## config.mk

```make
export PLATFORM = sky130hd
export DESIGN_NAME = card_session_seq
export DESIGN_NICKNAME = d
export VERILOG_FILES = /design/src/rtl/card_seq_pkg.sv /design/src/rtl/cs_sync2.sv /design/src/rtl/cs_tick_gen.sv /design/src/rtl/cs_presence_filter.sv /design/src/rtl/cs_step_fsm.sv /design/src/rtl/card_session_seq.sv
export SDC_FILE = /design/constraint.sdc
export NUM_CORES = 1
export LEC_CHECK = 0
export BUFFER_PORTS_ARGS = -buffer_cell sky130_fd_sc_hd__buf_4
export CORE_MARGIN = 1
export CORE_UTILIZATION = 50
export CTS_BUF_LIST = sky130_fd_sc_hd__clkbuf_16
export CTS_CLUSTER_SIZE = 25
export DETAILED_ROUTE_END_ITERATION = 8
export HOLD_SLACK_MARGIN = 0.1
export PLACE_DENSITY = 0.78
export SLEW_MARGIN = 20
export SYNTH_ARGS = -nofsm -noshare
export SYNTH_HDL_FRONTEND = slang
export SYNTH_SLANG_ARGS = --single-unit
```

## constraint.sdc

```tcl
create_clock -name clk -period 2.3 [get_ports clk]
set_input_delay 0 -clock clk [delete_from_list [all_inputs] [get_ports clk]]
set_output_delay 0 -clock clk [all_outputs]
set_load 0.02 [all_outputs]
```

## src/rtl/card_seq_pkg.sv

```systemverilog
package card_seq_pkg;
  // Step level; the order is the power-up order and is decoded by the outputs.
  typedef enum logic [2:0] {
    L_OFF = 3'd0,
    L_VCC = 3'd1,
    L_IO  = 3'd2,
    L_CLK = 3'd3,
    L_ACT = 3'd4
  } lvl_e;
endpackage

```

## src/rtl/cs_sync2.sv

```systemverilog
module cs_sync2 #(
  parameter int W = 1,
  parameter logic [W-1:0] RST_VAL = '0
) (
  input  logic         clk,
  input  logic         rst_n,
  input  logic [W-1:0] d,
  output logic [W-1:0] q
);
  logic [W-1:0] meta;
  always_ff @(posedge clk or negedge rst_n) begin
    if (!rst_n) begin
      meta <= RST_VAL;
      q    <= RST_VAL;
    end else begin
      meta <= d;
      q    <= meta;
    end
  end
endmodule

```

## src/rtl/cs_tick_gen.sv

```systemverilog
module cs_tick_gen #(
  parameter int TICK_DIV = 8
) (
  input  logic clk,
  input  logic rst_n,
  output logic tick
);
  localparam int CW = (TICK_DIV > 1) ? $clog2(TICK_DIV) : 1;
  localparam logic [CW-1:0] LAST = CW'(TICK_DIV - 1);
  logic [CW-1:0] cnt;

  always_ff @(posedge clk or negedge rst_n) begin
    if (!rst_n)           cnt <= '0;
    else if (cnt == LAST) cnt <= '0;
    else                  cnt <= cnt + 1'b1;
  end
  assign tick = (cnt == LAST);
endmodule

```

## src/rtl/cs_presence_filter.sv

```systemverilog
module cs_presence_filter #(
  parameter int DEB_TICKS = 6
) (
  input  logic clk,
  input  logic rst_n,
  input  logic tick,
  input  logic raw,
  output logic stable
);
  localparam int CW = (DEB_TICKS > 1) ? $clog2(DEB_TICKS) : 1;
  localparam logic [CW-1:0] LAST = CW'(DEB_TICKS - 1);
  logic [CW-1:0] cnt;

  always_ff @(posedge clk or negedge rst_n) begin
    if (!rst_n) begin
      cnt    <= '0;
      stable <= 1'b0;
    end else if (raw == stable) begin
      cnt <= '0;
    end else if (tick) begin
      if (cnt == LAST) begin
        cnt    <= '0;
        stable <= raw;
      end else begin
        cnt <= cnt + 1'b1;
      end
    end
  end


  deb_on_tick_chk: assert property (@(posedge clk) disable iff (!rst_n)
    !$stable(stable) |-> $past(tick));
endmodule

```

## src/rtl/cs_step_fsm.sv

```systemverilog
module cs_step_fsm
  import card_seq_pkg::*;
#(
  parameter int STEP_TICKS = 4
) (
  input  logic clk,
  input  logic rst_n,
  input  logic tick,
  input  logic cmd_act,
  input  logic cmd_edge,
  input  logic present,
  input  logic fault_any,
  output lvl_e lvl,
  output logic emerg
);
  localparam int TW = (STEP_TICKS > 1) ? $clog2(STEP_TICKS) : 1;
  localparam logic [TW-1:0] LAST = TW'(STEP_TICKS - 1);

  logic [TW-1:0] tmr;
  logic          up;
  logic          stop;

  assign stop = !cmd_act || !present || fault_any;

  always_ff @(posedge clk or negedge rst_n) begin
    if (!rst_n) begin
      lvl <= L_OFF;
      up  <= 1'b0;
      tmr <= '0;
    end else if (lvl == L_OFF) begin
      tmr <= '0;
      if (cmd_edge && present && !fault_any) begin
        lvl <= L_VCC;
        up  <= 1'b1;
      end
    end else if (up && stop) begin
      up  <= 1'b0;
      tmr <= '0;
      lvl <= lvl_e'(lvl - 3'd1);
    end else if (tick) begin
      if (tmr == LAST) begin
        tmr <= '0;
        if (!up)               lvl <= lvl_e'(lvl - 3'd1);
        else if (lvl != L_ACT) lvl <= lvl_e'(lvl + 3'd1);
      end else begin
        tmr <= tmr + 1'b1;
      end
    end
  end

  always_ff @(posedge clk or negedge rst_n) begin
    if (!rst_n)                      emerg <= 1'b0;
    else if (lvl == L_OFF)           emerg <= 1'b0;
    else if (!present || fault_any)  emerg <= 1'b1;
  end


  step_by_one_chk: assert property (@(posedge clk) disable iff (!rst_n)
    (lvl != $past(lvl)) |-> ((3'(lvl) == 3'($past(lvl)) + 3'd1) || (3'(lvl) + 3'd1 == 3'($past(lvl)))));

  idle_hold_chk: assert property (@(posedge clk) disable iff (!rst_n)
    (lvl == L_OFF && !cmd_edge) |=> lvl == L_OFF);

  fault_drop_chk: assert property (@(posedge clk) disable iff (!rst_n)
    (lvl == L_ACT && fault_any) |=> lvl == L_CLK);
endmodule

```

## src/rtl/card_session_seq.sv

```systemverilog
module card_session_seq
  import card_seq_pkg::*;
#(
  parameter int TICK_DIV   = 8,
  parameter int STEP_TICKS = 4,
  parameter int DEB_TICKS  = 6
) (
  input  logic clk,
  input  logic rst_n,
  input  logic sess_req_n,
  input  logic card_present_raw,
  input  logic rst_req,
  input  logic flt_oc,
  input  logic flt_ot,
  input  logic flt_supply,
  output logic vcc_en,
  output logic io_en,
  output logic clk_en,
  output logic card_rst,
  output logic status_n
);
  logic [1:0] sync_q;
  logic       tick, cmd_act, cmd_act_d, cmd_edge, present, fault_any, emerg;
  lvl_e       lvl;

  cs_sync2 #(.W(2), .RST_VAL(2'b10)) u_sync (
    .clk(clk), .rst_n(rst_n), .d({sess_req_n, card_present_raw}), .q(sync_q));

  cs_tick_gen #(.TICK_DIV(TICK_DIV)) u_tick (
    .clk(clk), .rst_n(rst_n), .tick(tick));

  cs_presence_filter #(.DEB_TICKS(DEB_TICKS)) u_deb (
    .clk(clk), .rst_n(rst_n), .tick(tick), .raw(sync_q[0]), .stable(present));

  assign cmd_act = !sync_q[1];
  always_ff @(posedge clk or negedge rst_n) begin
    if (!rst_n) cmd_act_d <= 1'b0;
    else        cmd_act_d <= cmd_act;
  end
  assign cmd_edge  = cmd_act && !cmd_act_d;
  assign fault_any = flt_oc || flt_ot || flt_supply;

  cs_step_fsm #(.STEP_TICKS(STEP_TICKS)) u_fsm (
    .clk(clk), .rst_n(rst_n), .tick(tick), .cmd_act(cmd_act), .cmd_edge(cmd_edge),
    .present(present), .fault_any(fault_any), .lvl(lvl), .emerg(emerg));

  assign vcc_en   = (lvl != L_OFF);
  assign io_en    = (lvl >= L_IO);
  assign clk_en   = (lvl >= L_CLK);
  assign card_rst = (lvl == L_ACT) && rst_req;
  assign status_n = present && !emerg;


  rst_follow_chk: assert property (@(posedge clk) disable iff (!rst_n)
    card_rst |-> (rst_req && clk_en));

  status_low_emerg_chk: assert property (@(posedge clk) disable iff (!rst_n)
    (vcc_en && fault_any) |=> !status_n);
endmodule

```

# --- Word-level counts from Yosys, hierarchy flattened ---
# Index checks and enable logic that the tools add are counted.
word_totals:
  out_inout_bits: 5
  reg_bits: 19
  word_cells: 72
  inputBits: 8
op_classes:
  bitwise_logic: 1
  n_addsub: 5
  magnitude_cmp: 2
  n_reduce_logical: 26
  mux: 20
  n_eq_ne: 8
ops:
  columns: ["op", "count"]
  rows:
  - ["$mux W3", 11]
  - ["$add A3 B1 Y3 const B", 3]
  - ["$eq A3 B3 Y1 const B", 3]
  - ["$reduce_bool A3 Y1", 3]
  - ["$mux W2", 4]
  - ["$ge A3 B2 Y1 const B", 2]
  - ["$logic_and A1 B1 Y1", 6]
  - ["$reduce_bool A2 Y1", 3]
  - ["$logic_not A1 Y1", 5]
  - ["$logic_or A1 B1 Y1", 5]
  - ["$mux W1", 5]
  - ["$ne A4 B4 Y1 const B", 1]
  - ["$reduce_and A4 Y1", 1]
  - ["$logic_not A3 Y1", 1]
  - ["$ne A3 B3 Y1 const B", 1]
  - ["$reduce_and A3 Y1", 1]
  - ["$sub A3 B1 Y3 const B", 1]
  - ["$add A2 B1 Y2 const B", 1]
  - ["$eq A2 B2 Y1 const B", 1]
  - ["$ne A2 B1 Y1 const B", 1]
  - ["$reduce_and A2 Y1", 1]
  - ["$eq A1 B1 Y1", 1]
  - ["$not A1 Y1", 1]

# --- Logic depth before layout (Yosys ltp) ---
# Gate-level depths: netlist (run 1).
depth:
  ltp_word: 7
  mapped_depth: 7

# --- By module ---
# Synthesis (run 1) repeated with hierarchy kept, for this count alone.
unflattened:
  hier_cells: 76
  area_unflattened_um2: 928.4
modules_own_cells:
  columns: ["mod", "instances", "cells_per_inst", "seq_area_each_um2", "area_per_inst_um2"]
  rows:
  - ["cs_step_fsm", 1, 42, 175.2, 451.7]
  - ["cs_presence_filter", 1, 15, 100.1, 191.4]
  - ["cs_tick_gen", 1, 6, 75.1, 103.8]
  - ["cs_sync2", 1, 4, 102.6, 102.6]
  - ["card_session_seq", 1, 9, 25.0, 78.8]

# --- Least setup slack after synthesis (run 1) ---
# Ideal clock, no wire load.
synth_path:
  path_type: "register to register"
  startpoint: "reg u_tick.cnt[0]"
  endpoint: "reg u_fsm.lvl[2]"
  setup_ns: 0.111
  stages_incl_launch_ff: 8
  arrival_time_ns: 1.577
  slack_ns: 0.612
  period_less_slack_ns: 1.688
  path_buffers: 1
  cell_sequence: "dfrtp_1 ha_1 ha_1 buf_2 nand2_1 o221a_2 and3b_1 a2111oi_2"
synth_via:
  elab_chain_cells: 3
synth_lines:
  columns: ["item", "line", "text"]
  rows:
  - ["start: declaration", "cs_tick_gen.sv:10", "logic [CW-1:0] cnt;"]
  - ["start signal: assignment", "cs_tick_gen.sv:15", "else cnt <= cnt + 1'b1;"]
  - ["$eq A3 B3 Y1", "cs_tick_gen.sv:17", "assign tick = (cnt == LAST);"]
  - ["$reduce_bool A3 Y1 (no line)", null, null]
  - ["$reduce_and A4 Y1 (no line)", null, null]
  - ["end signal: assignment", "cs_step_fsm.sv:39", "lvl <= lvl_e'(lvl - 3'd1);"]
  - ["end signal: assignment", "cs_step_fsm.sv:43", "if (!up) lvl <= lvl_e'(lvl - 3'd1);"]
  - ["end signal: assignment", "cs_step_fsm.sv:44", "else if (lvl != L_ACT) lvl <= lvl_e'(lvl + 3'd1);"]
  - ["end: declaration", "cs_step_fsm.sv:13", "output lvl_e lvl,"]
# No other way between the ends.
# A chain may end at the register's enable or synchronous reset.

# --- Final worst setup path (run 1) ---
# Ends and elaborated chain as after synthesis.

==> results of run 1 <==
[area by class of cell]
| cell class | count | share of cell area [%] |
|---|---|---|
| flip-flops and latches | 19 | 40.94 |
| clock buffers | 3 | 6.431 |
| multi-input cells | 54 | 34.19 |
| well taps | 25 | 2.680 |
| clock inverters | 1 | 0.3215 |
| inverters | 6 | 1.929 |
| repair buffers | 19 | 13.50 |
[cells in the final DEF, fill, tap and decap left out, types with 3 or more instances in the layout]
| cell type | instances |
|---|---|
| dfrtp_1 | 17 |
| buf_4 | 13 |
| inv_1 | 7 |
| nor2_1 | 7 |
| ha_1 | 7 |
| nand2_1 | 6 |
| dlygate4sd3_1 | 6 |
| a21oi_1 | 5 |
| mux2i_1 | 3 |
| clkbuf_16 | 3 |
[routing by layer]
metal / GRT usage (%) / vias up / share of wire [%]
met3: 6.122 / 5 / 3.5
li1: - / 319 / -
met2: 26.47 / 13 / 47
met4: 9.091 / 0 / 1.9
met1: 24.00 / 298 / 47
met5: 0 / - / 0
[timing repair]
| item | 4_1_cts | 5_1_grt |
|---|---|---|
| gates resized for setup | 0 | 0 |
| hold buffers | 6 | 0 |
| endpoints found under the hold margin | 23 | 0 |
[power breakdown]
part	switching, mW	internal [mW]
logic	0.0116	0.0162
registers	0.00251	0.342
clock network	0.113	0.231
total	0.127	0.589
[worst max-delay path, delay by kind of cell, from the launching register on]
kind	cells	cell delay (ps)
flops	1	380
simple gates	2	300
compound gates	2	510
fa+ha+maj	2	470
[kinds of logic after synthesis]
| logic type | Yosys count | synth area share [%] |
|---|---|---|
| compound gates | 14 | 11.16 |
| buf+inv | 8 | 3.442 |
| mux | 4 | 4.545 |
| simple gates | 26 | 15.70 |
| xor+xnor | 3 | 2.893 |
| fa+ha+maj | 7 | 9.641 |
| flops | 19 | 52.62 |
[through the flow]
stage,hold WS (ps),worst slack [ps],utilization (%)
after floorplan,-295.6,611.8,-
after global placement,-123.5,602.8,60.22
after detailed placement,-122.1,546.0,60.22
after CTS,101.3,523.1,68.35
after global routing,130.8,448.2,68.35
final,114.7,530.7,68.35
[state kept, by name, indices dropped and copies added, names as in the netlist]
register      cells
cmd_act_d         1
u_deb.cnt         3
u_deb.stable      1
u_fsm.emerg       1
u_fsm.lvl         3
u_fsm.tmr         2
u_fsm.up          1
u_sync.meta       2
u_sync.q          2
u_tick.cnt        3
[worst min path at each step]
stage,start,endpoint,depth (start not counted),slack [ps]
floorplan,rst_n,cmd_act_d$_DFF_PN0_,0,-300
global placement,rst_n,u_deb.cnt[1]$_DFFE_PN0P_,1,-120
detailed placement,rst_n,u_deb.cnt[2]$_DFFE_PN0P_,1,-120
CTS,flt_oc,u_fsm.tmr[0]$_DFFE_PN0P_,4,100
global route,flt_oc,u_fsm.tmr[0]$_DFFE_PN0P_,4,130
finish,flt_oc,u_fsm.tmr[0]$_DFFE_PN0P_,4,110
==> results.toml, run 1 <==
[placement]
port_buffers = 12
dp_hpwl_um = 1074
dp.cells = 117
gp_congestion = 0.7963
place_area_mm2 = 0.001028

[clock_tree]
max-clock-path-buffers = 2
clk_latency_ps = 250
cts_setup_buffers = 0
cts_max_level = 1
cts_tree = "built"
cts.sinks = 19
cts-buffers-inserted = 3
cts-root-buf = "clkbuf_16"
path_clk_slew_ps = 50

[final_layout]
diodes = 0
drive_above_1_share_pct = 22.55
multi_input_area_um2 = 399.1
regArea_um2 = 478.0
num-nets-final = 118
final_area_mm2 = 0.001167
stdcell_count = 127
area_growth_pct = 28.51
fillers = 132

[floorplanning]
io_pins = 13
rows = 15
die_h_um = 44.63
die_w_um = 44.63
start_util_pct = 53.19
core_mm2 = 0.001708
dieArea_mm2 = 0.001991

[drt]
wl_per_cell_um = 12.04
wl_um = 1529
vias = 635
drtAntennaViolNets = 0
vias_per_cell = 5.000
drtIter0Drc = 9
drtPass1Iterations = 4
drc = 0

[global_route]
grt_pass1_vias = 567
grt_util_all_layers_pct = 18.10
antenna_found_initial = 0
grt_overflow = 0
grt_pass1_wl_um = 2484
grt_max_degree = 20

[critical_path]
rr_endpoint = "u_fsm.lvl[2]$_DFFE_PN0P_"
path_class = "flop to flop"
crit_end = "u_fsm.lvl[2]$_DFFE_PN0P_"
r2r_cells = 6
r2r_start = "u_tick.cnt[0]$_DFF_PN0_"
cp-end-kind = "flop"
cpMaxStageDelayCell = "dfrtp_1"
cp_common_cell = "ha_1"
cp-start-kind = "flop"
path_max_fanout = 6
cp_data_arrival_time_ps = 1910
cp_data_required_time_ps = 2440
path_cells = "ha_1, ha_1, nand2_1, o221a_2, and3b_1, a2111oi_2"
crit_start = "u_tick.cnt[0]$_DFF_PN0_"
rrSetupSlack_ps = 530
max_stage_delay_ps = 380

[synthesis]
yosysMostFrequentCell = "dfrtp_1"
ys.flop_type = "dfrtp_1"
ys_top_cells_by_area = "dfrtp_1 47%, ha_1 9.6%, dfstp_2 5.8%, mux2i_1 3.3%, nor2_1 2.9%"
synth_area_per_cell_um2 = 11.21
synth_edf_count = 0
async_reset_ff_share_pct = 100.0
netlist_area_um2 = 908.4
ys_warn_count = 0
ys_seq_area_share_pct = 52.62
synth_cell_type_count = 28
synthDominantCellAreaShare_pct = 46.83
syn_nets = 96
postSynthCellCount = 81
synth_common_cells = "17 x dfrtp_1, 7 x ha_1, 7 x nor2_1"
ys_ff_latch = 19
synth_top_area_cell = "dfrtp_1"

[power_and_ir_drop]
leakage_nw = 0.5447
max-vdd-ir-drop_mv = 0.5590
power_mw = 0.7155
power.density_mw_per_mm2 = 613.0

[sta]
relSlewSlack_pct = 79.87
final-max-slew-violation-count = 0
fin_tns_setup_ps = 0
rsz0062_at_grt = "false"
fmax_mhz = 565.2
setup-violations-final = 0
clock_skew_ps = 1.512
fin_crit_ps = 1769
timing.final.crit_share_pct = 76.93
tightestPinTransition_ps = 300.3
hold_violations = 0

[run_status]
outcome = "completed"

[worst_hold_path]
min_path_type = "input port to flop"

[run]
maxCapViolCount = 0
(Power assumes the default switching activity.)
==> run 2, diff against run 1 <==
- clock period: 2.3 -> 1.8 ns (I/O delays scaled with it)
==> results.toml, run 2 (synthesis results as in run 1) <==
[sta]
relSlewSlack_pct = 80.17
rsz0062_at_grt = "false"
tightestPinTransition_ps = 296.8
hold_violations = 0
fin_crit_ps = 1718
final-max-slew-violation-count = 0
clock_skew_ps = 1.066
fin_tns_setup_ps = 0
timing.final.crit_share_pct = 95.45
setup-violations-final = 0
fmax_mhz = 582.0

[final_layout]
diodes = 0
multi_input_area_um2 = 410.4
fillers = 130
reg_top3 = "u_deb.cnt (3), u_fsm.lvl (3), u_tick.cnt (3)"
area_growth_pct = 30.44
num-nets-final = 119
drive_above_1_share_pct = 27.18
final_common_cell = "dfrtp_1"
stdcell_count = 128
final_cell_mix = "17 x dfrtp_1, 15 x buf_4, 7 x nor2_1"
regArea_um2 = 478.0
fin_util_pct = 69.38

[power_and_ir_drop]
power_frac_comb_pct = 3.8
intPower_mw = 0.7531
clkPwrFrac_pct = 48.7
sequentialPowerShare_pct = 47.5
max-vdd-ir-drop_mv = 0.7349
p_sw_share_pct = 18.71
power.density_mw_per_mm2 = 781.9
leakage_nw = 0.5469
p_sw_mw = 0.1733

[run_status]
outcome = "completed"

[drt]
vias_per_cell = 5.234
drtPass1Iterations = 4
vias = 670
drtAntennaViolNets = 0
drtIter0Drc = 8
drc = 0
wl_per_cell_um = 13.41
dr.max_layer_used = "met4"
met1Wirelength_um = 736
wl_met3_um = 56
wl_um = 1716
dr_wl_met2_um = 892

[global_route]
grt_overflow = 0
antenna_found_initial = 0
grt_util_all_layers_pct = 20.24
grt_max_degree = 20
grt_pass1_wl_um = 2753
grt_pass1_vias = 647

[clock_tree]
cts_setup_buffers = 0
max-clock-path-buffers = 2
cts_max_level = 1
cts-root-buf = "clkbuf_16"
cts.sinks = 19
clk_latency_ps = 250
cts-buffers-inserted = 3
cts_tree = "built"
path_clk_slew_ps = 50

[critical_path]
path_max_fanout = 5
cp-start-kind = "flop"
rrSetupSlack_ps = 80
r2r_start = "u_tick.cnt[0]$_DFF_PN0_"
cp-end-kind = "flop"
cp_data_required_time_ps = 1930
cp_data_arrival_time_ps = 1850
crit_start = "u_tick.cnt[0]$_DFF_PN0_"
path_class = "flop to flop"

[worst_hold_path]
worstHoldStart = "flt_ot"
min_path_type = "input port to flop"

[floorplanning]
die_h_um = 44.63
start_util_pct = 53.19
dieArea_mm2 = 0.001991
core_mm2 = 0.001708
rows = 15
die_w_um = 44.63
io_pins = 13

[placement]
gp_congestion = 0.7770
dp_hpwl_um = 1205
port_buffers = 12
dp.cells = 119

[run]
maxCapViolCount = 0
==> run 2: critical path: stages (launching register included) <==
cell and delay, ps:
dfrtp_1 380, ha_1 200, ha_2 210, nand2_1 80, o221a_4 220, and3b_1 200, a2111oi_2 300
==> run 2: power by group through the flow <==
stage | Clock, mW | Combinational [mW] | Sequential (mW)
finish | 0.451 | 0.0352 | 0.440
CTS | 0.462 | 0.0355 | 0.440
floorplan | 0 | 0.00497 | 0.446
global placement | 0 | 0.0260 | 0.446
global route | 0.475 | 0.0390 | 0.440
detailed placement | 0 | 0.0273 | 0.447
==> run 2: cell type report <==
class                           count  share of cell area, %
Timing Repair Buffer               20                  13.73
Inverter                            6                  1.901
Clock buffer                        3                  6.336
Tap cell                           25                  2.640
Multi-Input combinational cell     54                  34.64
Clock inverter                      1                 0.4224
Sequential cell                    19                  40.34
==> run 2: path summary, 6_finish.rpt <==
kind / end / depth (start not counted)
hold reg to reg: u_sync.q[1]$_DFF_PN1_ / 0
hold / removal: u_fsm.up$_DFFE_PN0P_ / 4
min in group asynchronous: u_deb.cnt[1]$_DFFE_PN0P_ / 2
setup reg to reg: u_fsm.lvl[2]$_DFFE_PN0P_ / 6
max in group asynchronous: u_sync.q[1]$_DFF_PN1_ / 2
setup / recovery: u_fsm.lvl[2]$_DFFE_PN0P_ / 6
==> run 2: through the flow <==
step | hold WS (ps) | power [mW] | setup WS [ps] | area, um^2
2_1_floorplan | -295.6 | 0.4506 | 111.8 | 908.4
3_3_place_gp | -120.5 | 0.4720 | 143.9 | 1044
3_5_place_dp | -114.4 | 0.4744 | 13.78 | 1044
4_1_cts | 153.8 | 0.9371 | 59.80 | 1176
5_1_grt | 176.4 | 0.9535 | 6.104 | 1185
6_report | 152.6 | 0.9264 | 81.84 | 1185
==> run 2: what timing repair did <==
action / 4_1_cts / 5_1_grt
resized for setup: 1 / 2
pin swaps: 0 / 0
hold buffers: 5 / 0
endpoints found under the hold margin: 24 / 0
setup endpoints to repair: 1 / 1
==> run 2: metal layers <==
metal,up-vias,track usage [%]
met5,-,0
met4,0,9.091
met3,5,6.122
met2,13,34.71
met1,325,23.14
li1,327,-
